<file path="src/rtl/tmr_flag_pkg.sv">
package tmr_flag_pkg;
  localparam int NUM_CH   = 4;
  localparam int REG_W    = 16;
  localparam int BIT_UPD  = 0;
  localparam int BIT_CC0  = 1;
  localparam int BIT_COM  = 5;
  localparam int BIT_TRG  = 6;
  localparam int BIT_BRK  = 7;
  localparam int BIT_OVC0 = 9;
  localparam int NUM_MISC = 4;

  typedef enum logic [1:0] {
    MISC_UPD = 2'd0,
    MISC_COM = 2'd1,
    MISC_TRG = 2'd2,
    MISC_BRK = 2'd3
  } misc_e;

  function automatic int misc_pos(input int idx);
    case (idx)
      0:       return BIT_UPD;
      1:       return BIT_COM;
      2:       return BIT_TRG;
      default: return BIT_BRK;
    endcase
  endfunction
endpackage

</file>
<file path="src/rtl/tmr_upd_qual.sv">
module tmr_upd_qual (
  input  logic upd_dis,
  input  logic upd_src_restrict,
  input  logic rep_wrap,
  input  logic sw_upd_gen,
  input  logic trg_reinit,
  output logic upd_set
);
  logic wrap_ok;
  logic soft_ok;

  always_comb begin
    wrap_ok = rep_wrap & ~upd_dis;
    soft_ok = (sw_upd_gen | trg_reinit) & ~upd_dis & ~upd_src_restrict;
    upd_set = wrap_ok | soft_ok;
  end
endmodule

</file>
<file path="src/rtl/tmr_edge_det.sv">
module tmr_edge_det (
  input  logic clk,
  input  logic rst,
  input  logic lvl,
  input  logic both_edges,
  output logic pulse
);
  logic lvl_q;

  always_ff @(posedge clk) begin
    if (rst) lvl_q <= 1'b0;
    else     lvl_q <= lvl;
  end

  always_comb begin
    if (both_edges) pulse = lvl ^ lvl_q;
    else            pulse = lvl & ~lvl_q;
  end

  a_r9_no_fall_outside_gate: assert property (@(posedge clk) disable iff (rst)
    (!both_edges && $fell(lvl)) |-> !pulse)
    else $error("R9 falling trigger edge produced a pulse outside gated mode");
endmodule

</file>
<file path="src/rtl/tmr_sticky_flag.sv">
module tmr_sticky_flag (
  input  logic clk,
  input  logic rst,
  input  logic set_i,
  input  logic clr_i,
  output logic flag_q,
  output logic flag_nxt
);
  always_comb flag_nxt = set_i | (flag_q & ~clr_i);

  always_ff @(posedge clk) begin
    if (rst) flag_q <= 1'b0;
    else     flag_q <= flag_nxt;
  end

  a_r8_set_beats_clear: assert property (@(posedge clk) disable iff (rst)
    set_i |=> flag_q)
    else $error("R8 set lost against clear");
endmodule

</file>
<file path="src/rtl/tmr_chan_flag.sv">
module tmr_chan_flag (
  input  logic clk,
  input  logic rst,
  input  logic is_input,
  input  logic cmp_match,
  input  logic cap_strobe,
  input  logic cap_read,
  input  logic clr_cc,
  input  logic clr_ovc,
  output logic cc_q,
  output logic cc_nxt,
  output logic ovc_q,
  output logic ovc_nxt
);
  logic cc_set;
  logic cc_clr;
  logic ovc_set;

  always_comb begin
    cc_set  = is_input ? cap_strobe : cmp_match;
    cc_clr  = clr_cc | (is_input & cap_read);
    ovc_set = is_input & cap_strobe & cc_q;
    cc_nxt  = cc_set | (cc_q & ~cc_clr);
    ovc_nxt = ovc_set | (ovc_q & ~clr_ovc);
  end

  always_ff @(posedge clk) begin
    if (rst) begin
      cc_q  <= 1'b0;
      ovc_q <= 1'b0;
    end else begin
      cc_q  <= cc_nxt;
      ovc_q <= ovc_nxt;
    end
  end

  a_r6_overcapture: assert property (@(posedge clk) disable iff (rst)
    (is_input && cap_strobe && cc_q) |=> ovc_q)
    else $error("R6 overcapture not flagged");

  a_r8_chan_set_wins: assert property (@(posedge clk) disable iff (rst)
    ((is_input && cap_strobe) || (!is_input && cmp_match)) |=> cc_q)
    else $error("R8 channel set lost");

  a_r7_read_keeps_ovc: assert property (@(posedge clk) disable iff (rst)
    (ovc_q && !clr_ovc) |=> ovc_q)
    else $error("R7 overcapture dropped without a write clear");
endmodule

</file>
<file path="src/rtl/tmr_flag_regs.sv">
module tmr_flag_regs
  import tmr_flag_pkg::*;
#(
  parameter int ADDR_W    = 3,
  parameter int STAT_ADDR = 0,
  parameter int CAP_BASE  = 1
) (
  input  logic              clk,
  input  logic              rst,
  input  logic              upd_dis,
  input  logic              upd_src_restrict,
  input  logic              rep_wrap,
  input  logic              sw_upd_gen,
  input  logic              trg_reinit,
  input  logic [NUM_CH-1:0] ch_input,
  input  logic [NUM_CH-1:0] cmp_hit,
  input  logic [NUM_CH-1:0] cap_evt,
  input  logic              com_evt,
  input  logic              trg_lvl,
  input  logic              slave_gated,
  input  logic              brk_in,
  input  logic              brk_act_hi,
  input  logic [REG_W-1:0]  irq_en,
  input  logic              bus_wr,
  input  logic              bus_rd,
  input  logic [ADDR_W-1:0] bus_addr,
  input  logic [REG_W-1:0]  bus_wdata,
  output logic [REG_W-1:0]  bus_rdata,
  output logic              irq
);
  localparam logic [ADDR_W-1:0] STAT_SEL = ADDR_W'(STAT_ADDR);

  logic              stat_hit_wr;
  logic              stat_hit_rd;
  logic [REG_W-1:0]  clr_mask;
  logic [NUM_CH-1:0] cap_rd_hit;
  logic [NUM_MISC-1:0] misc_set;
  logic [NUM_MISC-1:0] misc_q;
  logic [NUM_MISC-1:0] misc_nxt;
  logic [NUM_CH-1:0] cc_q, cc_nxt, ovc_q, ovc_nxt;
  logic [REG_W-1:0]  stat_q;
  logic [REG_W-1:0]  stat_nxt;
  logic              upd_set;
  logic              trg_pulse;
  logic              brk_active;
  logic [REG_W-1:0]  rdata_q;
  logic              irq_q;
  logic              wdata_unused;

  always_comb begin
    stat_hit_wr = bus_wr & (bus_addr == STAT_SEL);
    stat_hit_rd = bus_rd & (bus_addr == STAT_SEL);
    clr_mask    = stat_hit_wr ? ~bus_wdata : '0;
    brk_active  = (brk_in == brk_act_hi);
  end

  assign wdata_unused = ^{bus_wdata[REG_W-1:BIT_OVC0+NUM_CH], bus_wdata[BIT_BRK+1]};

  tmr_upd_qual u_upd_qual (
    .upd_dis          (upd_dis),
    .upd_src_restrict (upd_src_restrict),
    .rep_wrap         (rep_wrap),
    .sw_upd_gen       (sw_upd_gen),
    .trg_reinit       (trg_reinit),
    .upd_set          (upd_set)
  );

  tmr_edge_det u_trg_edge (
    .clk        (clk),
    .rst        (rst),
    .lvl        (trg_lvl),
    .both_edges (slave_gated),
    .pulse      (trg_pulse)
  );

  always_comb begin
    misc_set[MISC_UPD] = upd_set;
    misc_set[MISC_COM] = com_evt;
    misc_set[MISC_TRG] = trg_pulse;
    misc_set[MISC_BRK] = brk_active;
  end

  for (genvar m = 0; m < NUM_MISC; m++) begin : g_misc
    tmr_sticky_flag u_flag (
      .clk      (clk),
      .rst      (rst),
      .set_i    (misc_set[m]),
      .clr_i    (clr_mask[misc_pos(m)]),
      .flag_q   (misc_q[m]),
      .flag_nxt (misc_nxt[m])
    );
  end

  for (genvar c = 0; c < NUM_CH; c++) begin : g_chan
    assign cap_rd_hit[c] = bus_rd & (bus_addr == ADDR_W'(CAP_BASE + c));

    tmr_chan_flag u_chan (
      .clk        (clk),
      .rst        (rst),
      .is_input   (ch_input[c]),
      .cmp_match  (cmp_hit[c]),
      .cap_strobe (cap_evt[c]),
      .cap_read   (cap_rd_hit[c]),
      .clr_cc     (clr_mask[BIT_CC0 + c]),
      .clr_ovc    (clr_mask[BIT_OVC0 + c]),
      .cc_q       (cc_q[c]),
      .cc_nxt     (cc_nxt[c]),
      .ovc_q      (ovc_q[c]),
      .ovc_nxt    (ovc_nxt[c])
    );
  end

  always_comb begin
    stat_q   = '0;
    stat_nxt = '0;
    for (int m = 0; m < NUM_MISC; m++) begin
      stat_q[misc_pos(m)]   = misc_q[m];
      stat_nxt[misc_pos(m)] = misc_nxt[m];
    end
    for (int c = 0; c < NUM_CH; c++) begin
      stat_q[BIT_CC0 + c]    = cc_q[c];
      stat_nxt[BIT_CC0 + c]  = cc_nxt[c];
      stat_q[BIT_OVC0 + c]   = ovc_q[c];
      stat_nxt[BIT_OVC0 + c] = ovc_nxt[c];
    end
  end

  always_ff @(posedge clk) begin
    if (rst) begin
      rdata_q <= '0;
      irq_q   <= 1'b0;
    end else begin
      rdata_q <= stat_hit_rd ? stat_q : '0;
      irq_q   <= |(stat_nxt & irq_en);
    end
  end

  assign bus_rdata = rdata_q;
  assign irq       = irq_q;

  a_r2_sticky: assert property (@(posedge clk) disable iff (rst)
    (!bus_wr && !bus_rd) |=> ((stat_q & $past(stat_q)) == $past(stat_q)))
    else $error("R2 flag dropped without a clear");

  a_r3_upd_blocked: assert property (@(posedge clk) disable iff (rst)
    (upd_dis && !stat_q[BIT_UPD]) |=> !stat_q[BIT_UPD])
    else $error("R3 update flag set while disabled");

  a_r4_src_restrict: assert property (@(posedge clk) disable iff (rst)
    (upd_src_restrict && !rep_wrap && !stat_q[BIT_UPD]) |=> !stat_q[BIT_UPD])
    else $error("R4 update flag set by a restricted source");

  a_r11_irq_mask: assert property (@(posedge clk) disable iff (rst)
    1'b1 |=> (irq == |(stat_q & $past(irq_en))))
    else $error("R11 irq does not match masked flags");

  a_r1_reserved_zero: assert property (@(posedge clk) disable iff (rst)
    $past(stat_hit_rd) |-> (bus_rdata[BIT_BRK+1] == 1'b0 &&
                            bus_rdata[REG_W-1:BIT_OVC0+NUM_CH] == '0))
    else $error("R1 reserved bit read as 1");
endmodule

</file>
<file path="config.mk">
export PLATFORM = sky130hd
export DESIGN_NAME = tmr_flag_regs
export DESIGN_NICKNAME = d
export VERILOG_FILES = /design/src/rtl/tmr_flag_pkg.sv /design/src/rtl/tmr_upd_qual.sv /design/src/rtl/tmr_edge_det.sv /design/src/rtl/tmr_sticky_flag.sv /design/src/rtl/tmr_chan_flag.sv /design/src/rtl/tmr_flag_regs.sv
export SDC_FILE = /design/constraint.sdc
export NUM_CORES = 1
export LEC_CHECK = 0
export BUFFER_PORTS_ARGS = -buffer_cell sky130_fd_sc_hd__buf_4
export CAP_MARGIN = 30
export CORE_UTILIZATION = 38
export DETAILED_ROUTE_END_ITERATION = 12
export PLACE_DENSITY = 0.75
export SLEW_MARGIN = 20
export SYNTH_ARGS = -nofsm -noshare
export SYNTH_HDL_FRONTEND = slang
export SYNTH_HIERARCHICAL = 1
export SYNTH_SLANG_ARGS = --single-unit
export TNS_END_PERCENT = 1
</file>
<file path="constraint.sdc">
create_clock -name clk -period 1.66 [get_ports clk]
set_clock_uncertainty 0.2 [all_clocks]
set_input_delay 0.166 -clock clk [delete_from_list [all_inputs] [get_ports clk]]
set_output_delay 0.166 -clock clk [all_outputs]
set_load 0.005 [all_outputs]
</file>
* Word level (Yosys, flattened, before mapping)
Index checks and enable logic that the tools add are counted.
W data, S select, Z words.
** Storage, ports and cells
- Input bits :: 61
- Logic and storage cells :: 101
- Register bits after elaboration :: 30
- Output and inout port bits :: 17
** Operators by class
- Bitwise logic cells :: 71
- Reduce and logical (&&, ||, !) cells :: 3
- Equality and inequality tests :: 5
- Muxes and demuxes :: 6
** Operator list (number)
- $and A1 B1 Y1 :: 34
- $or A1 B1 Y1 :: 18
- $and A13 B16 Y16 :: 1
- $not A1 Y1 :: 16
- $reduce_or A16 Y1 :: 1
- $mux W13 :: 1
- $not A13 Y13 :: 1
- $eq A3 B2 Y1 const B :: 2
- $mux W1 :: 5
- $eq A3 B1 Y1 const B :: 1
- $eq A3 B3 Y1 const B :: 1
- $logic_not A3 Y1 :: 1
- $reduce_or A2 Y1 :: 1
- $eq A1 B1 Y1 :: 1
- $xor A1 B1 Y1 :: 1

* Logic depth before layout (Yosys ltp)
- Depth in word-level cells :: 9
- Mapped depth :: 9
- Depth with buffers taken out :: 8

* Cells and area by module
The synthesis kept the hierarchy.
** Modules (own cells, without submodules)
- tmr_flag_regs :: times used 1, seq. area each 260.2 um2, cells each 61, area each 566.8 um2
- tmr_chan_flag :: times used 4, seq. area each 40.0 um2, cells each 12, area each 108.9 um2
- tmr_sticky_flag :: times used 4, seq. area each 20.0 um2, cells each 5, area each 50.0 um2
- tmr_edge_det :: times used 1, seq. area each 20.0 um2, cells each 6, area each 56.3 um2
- tmr_upd_qual :: times used 1, seq. area each 0.0 um2, cells each 3, area each 16.3 um2

* Worst setup path after synthesis
Ideal clock, no wire load.
- Kind :: input to register
- Start point :: input bus_addr[0]
- End point :: register irq_q, in the netlist irq
- Buffers on the path :: 1
- Arrival time :: 1.385 ns
- Required time :: 1.328 ns
- Setup time :: 0.132 ns
- Slack :: -0.056 ns
- Stages on the path :: 9
- Path through :: nor2_2 nand3b_1 buf_2 nor2_1 or3b_1 a22oi_1 a22o_1 a221oi_1 a31oi_1
** On the way
- Word-level cells in the longest chain between the ends :: 9
- Elaborated cells on any way between the ends :: 57
- Those cells by class :: eq/ne (4); mux (1); bitwise (50); reduce/logical (2)
** RTL lines
- start, declared :: RTL line tmr_flag_regs.sv:26 : input logic [ADDR_W-1:0] bus_addr,
- $logic_not A3 Y1 :: RTL line tmr_flag_regs.sv:51 : stat_hit_wr = bus_wr & (bus_addr == STAT_SEL);
- $and A1 B1 Y1 :: RTL line tmr_flag_regs.sv:51
- $mux W13 :: RTL line tmr_flag_regs.sv:53 : clr_mask = stat_hit_wr ? ~bus_wdata : '0;
- named net clr_mask[3] :: RTL line tmr_flag_regs.sv:35 : logic [REG_W-1:0] clr_mask;
- $or A1 B1 Y1 :: RTL line tmr_chan_flag.sv:21 : cc_clr = clr_cc | (is_input & cap_read);
- $not A1 Y1 :: RTL line tmr_chan_flag.sv:23 : cc_nxt = cc_set | (cc_q & ~cc_clr);
- $and A1 B1 Y1 :: RTL line tmr_chan_flag.sv:23
- $or A1 B1 Y1 :: RTL line tmr_chan_flag.sv:23
- named net cc_nxt[2] :: RTL line tmr_flag_regs.sv:40 : logic [NUM_CH-1:0] cc_q, cc_nxt, ovc_q, ovc_nxt;
- $and A13 B16 Y16 :: RTL line tmr_flag_regs.sv:134 : irq_q <= |(stat_nxt & irq_en);
- $reduce_or A16 Y1 :: RTL line tmr_flag_regs.sv:134
- end signal, assigned :: RTL line tmr_flag_regs.sv:134
- end, declared :: RTL line tmr_flag_regs.sv:47 : logic irq_q;
The timed path passes the listed nets, and every way through them passes these cells.
A chain may end at the register's enable or synchronous reset.

* Worst setup path after layout
- Start point :: input bus_addr[0]
- End point :: register irq_q, in the netlist irq
** On the way
- Elaborated cells on any way between the ends :: 57
- Those cells by class :: eq/ne (4); mux (1); bitwise (50); reduce/logical (2)
** RTL lines
- $logic_not A3 Y1 :: RTL line tmr_flag_regs.sv:51
- $and A1 B1 Y1 :: RTL line tmr_flag_regs.sv:51
- $mux W13 :: RTL line tmr_flag_regs.sv:53
- named net clr_mask[10] :: RTL line tmr_flag_regs.sv:35
- $not A1 Y1 :: RTL line tmr_chan_flag.sv:24 : ovc_nxt = ovc_set | (ovc_q & ~clr_ovc);
- $and A1 B1 Y1 :: RTL line tmr_chan_flag.sv:24
- $or A1 B1 Y1 :: RTL line tmr_chan_flag.sv:24
- named net ovc_nxt[1] :: RTL line tmr_flag_regs.sv:40
- $and A13 B16 Y16 :: RTL line tmr_flag_regs.sv:134
- $reduce_or A16 Y1 :: RTL line tmr_flag_regs.sv:134
The timed path passes the listed nets, and every way through them passes these cells.

==> out/results.tsv <==
stage	metric	value	unit
die	core	3130	um^2
drt	vias_per_cell	4.86	
finish	drive_gt1_frac	0.471	
yosys	synth-edff-count	0	
sta	clock.fmax	0.562	GHz
sta	finalCriticalPeriod	1.78	ns
yosys	synth-seq-area-share	0.408	
yosys	ys_ff_latch	26	
yosys	yosysMostFrequentCell	dfxtp_1	
cts	cts_buffer_depth	2	
cts	htreeDepth	1	
drt	drc	0	
die	ioPinCount	78	
grt	grt_max_degree	16	
die	die_y	59.9	um
die	row_count	20	
drt	first_pass_iters	4	
cts	cts_buffers	3	
grt	grt_pass1_wl	5.95	mm
yosys	syn_inst	138	
sta	setup_ws	-0.119	ns
grt	overflow	0	
drt	num_vias	1454	
cts	cts_tree	built	
status	status	complete, but fails checks	
critical_path	crit_type	input port to flip-flop	
drt	drtIter0Drc	81	
grt	met3_usage	0.0238	
placement	numPortBuffers	65	
sta	drv_slew	0	
cts	clock_latency	0.32	ns
placement	place_hpwl	2.70	mm
power_and_ir_drop	p_leak	0.00112	uW
critical_path	end_kind	flip-flop	
cts	clock_sinks	26	
sta	finalHoldViolations	0	
die	initial_core_util	0.408	
drt	wl	4.28	mm
die	die_x	59.9	um
grt	use_met2	0.432	
grt	grtUsageTotal	0.227	
yosys	synth.area.top_cells	dfxtp_1, and2_1, nor2_1	
yosys	synthDistinctLibCells	32	
critical_path	cp_max_fo	4	
finish	final_area	2340	um^2
power_and_ir_drop	peakVddDrop	0.437	mV
run	cap_violations	0	
finish	nets	318	
cts	clk_pin_slew_worst_paths	0.14	ns
yosys	syn_area	1270	um^2
power_and_ir_drop	power_density	596	nW/um^2
finish	n_antenna_cell	0	
grt	grtUsageMet1	0.252	
critical_path	setup.worst_path.start_class	input port	
grt	antenna_found_initial	0	
yosys	synth.yosys.warnings	6	
placement	place_area	1950	um^2
drt	avgRoutedWirePerCell	14.3	um
sta	rsz0062_at_grt	yes	
drt	drtAntennaViolNets	0	
grt	busiest_layer	met2	
cts	root_buffer	clkbuf_4	
critical_path	cp.required	1.67	ns
placement	place_congestion	0.883	
die	fp.dieArea	3590	um^2
status	violations	negative setup slack	
yosys	netlist.area_leader.share	0.408	
sta	setup_viol	1	
yosys	synth.avg_cell_area	9.24	um^2
yosys	async_flop_share	0	
yosys	synth_top_area_cell	dfxtp_1	
power_and_ir_drop	finalPower	1400	uW
yosys	synth_common_cells	dfxtp_1, nor2_1, and2_1, nand2_1, inv_1	
sta	fin_crit_sh	1.07	
critical_path	arrival	1.79	ns
finish	syn2layout_area_growth	83.9	%
grt	grt_pass1_vias	1419	
yosys	synth-main-ff-cell	dfxtp_1	
worst_hold_path	hold_path.class	input port to flip-flop	
-- layout make-up --
type | instances | area (um^2)
Timing Repair Buffer | 116 | 956
Fill cell | 207 | 783
Multi-Input combinational cell | 102 | 749
Sequential cell | 26 | 522
Tap cell | 44 | 55.1
Clock buffer | 4 | 36.3
Inverter | 7 | 26.3
-- cell usage in the layout, fill, tap and decap left out, drive strengths merged --
cell type     instances
nand3                 4
and3b                 2
a22oi                 4
a21oi                 9
a22o                  3
dfxtp                26
clkbuf                4
nor2b                 6
conb                  4
inv                   7
and2                 12
o21bai                1
nor2                 18
xnor2                 1
and3                  2
dlymetal6s4s          1
buf                  89
or2b                  4
a31oi                 1
or3b                  4
nand2b                8
dlygate4sd3          26
ha                    1
mux2i                 1
nand2                 9
a221oi                7
nand3b                1
-- kinds of logic (layout without fill, tap and decap cells) --
group / after synthesis / after routing / synth area share
adder cells (fa/ha/maj): 1 / 1 / 0.00981
multiplexers: 1 / 1 / 0.00785
flip-flops: 26 / 26 / 0.408
XOR/XNOR: 1 / 1 / 0.00687
other: 1 / 4 / 0.00294
AND/OR/NAND/NOR: 70 / 70 / 0.338
AO/OA/AOI/OAI: 25 / 25 / 0.170
buffers and inverters: 13 / 127 / 0.0569
-- stage by stage --
step	setup TNS [ns]	util	setup slack [ns]	hold slack (ns)	std cells
3_5_place_dp	-0.468	0.622	-0.331	0.204	265
4_1_cts	0	0.717	0.0104	0.0133	295
5_1_grt	-0.118	0.750	-0.118	0.0312	299
3_3_place_gp	-0.285	0.622	-0.285	0.191	265
6_report	-0.119	0.750	-0.119	0.0284	299
2_1_floorplan	0	-	0.0158	0.0284	141
-- worst max-delay path, cell delays in order --
cell      delay (ns)
buf_4           0.12
nor2_4          0.11
nand3b_1        0.25
buf_6           0.23
nor2_4          0.10
nand2b_4        0.14
nand2_1         0.05
a22o_1          0.22
a221oi_2        0.25
a31oi_1         0.14
-- report_power, final --
part / switching, uW / internal, uW
Clock: 191 / 134
Combinational: 152 / 250
Sequential: 19.7 / 651
Total: 363 / 1040
-- repair_timing --
action | 4_1_cts | 5_1_grt
gates resized for setup | 0 | 18
hold buffers | 26 | 2
endpoints found under the setup margin | 0 | 3
endpoints found under the hold margin | 14 | 2
setup buffers | 0 | 3
-- state kept, by name (all words and copies together) (netlist names) --
| register | flops |
|---|---|
| g_misc.u_flag/flag_q | 4 |
| g_chan.u_chan/ovc_q | 4 |
| u_trg_edge/lvl_q | 1 |
| g_chan.u_chan/cc_q | 4 |
| bus_rdata | 12 |
| irq | 1 |
-- final timing paths --
kind / startpoint / slack, ns / to / cells past startpoint
max: bus_addr[0] / -0.12 / irq / 10
min: cmp_hit[0] / 0.03 / g_chan[0].u_chan/cc_q / 3
max reg2reg: g_chan[2].u_chan/cc_q / -0.02 / irq / 5
min reg2reg: g_chan[0].u_chan/ovc_q / 0.28 / bus_rdata[9] / 1
-- routing by layer --
metal / wire length, um / up-vias
li1: - / 699
met1: 1710 / 683
met2: 2230 / 60
met3: 229 / 12
met4: 108 / 0
met5: 0 / -
Power figures use the tool's default switching activity.
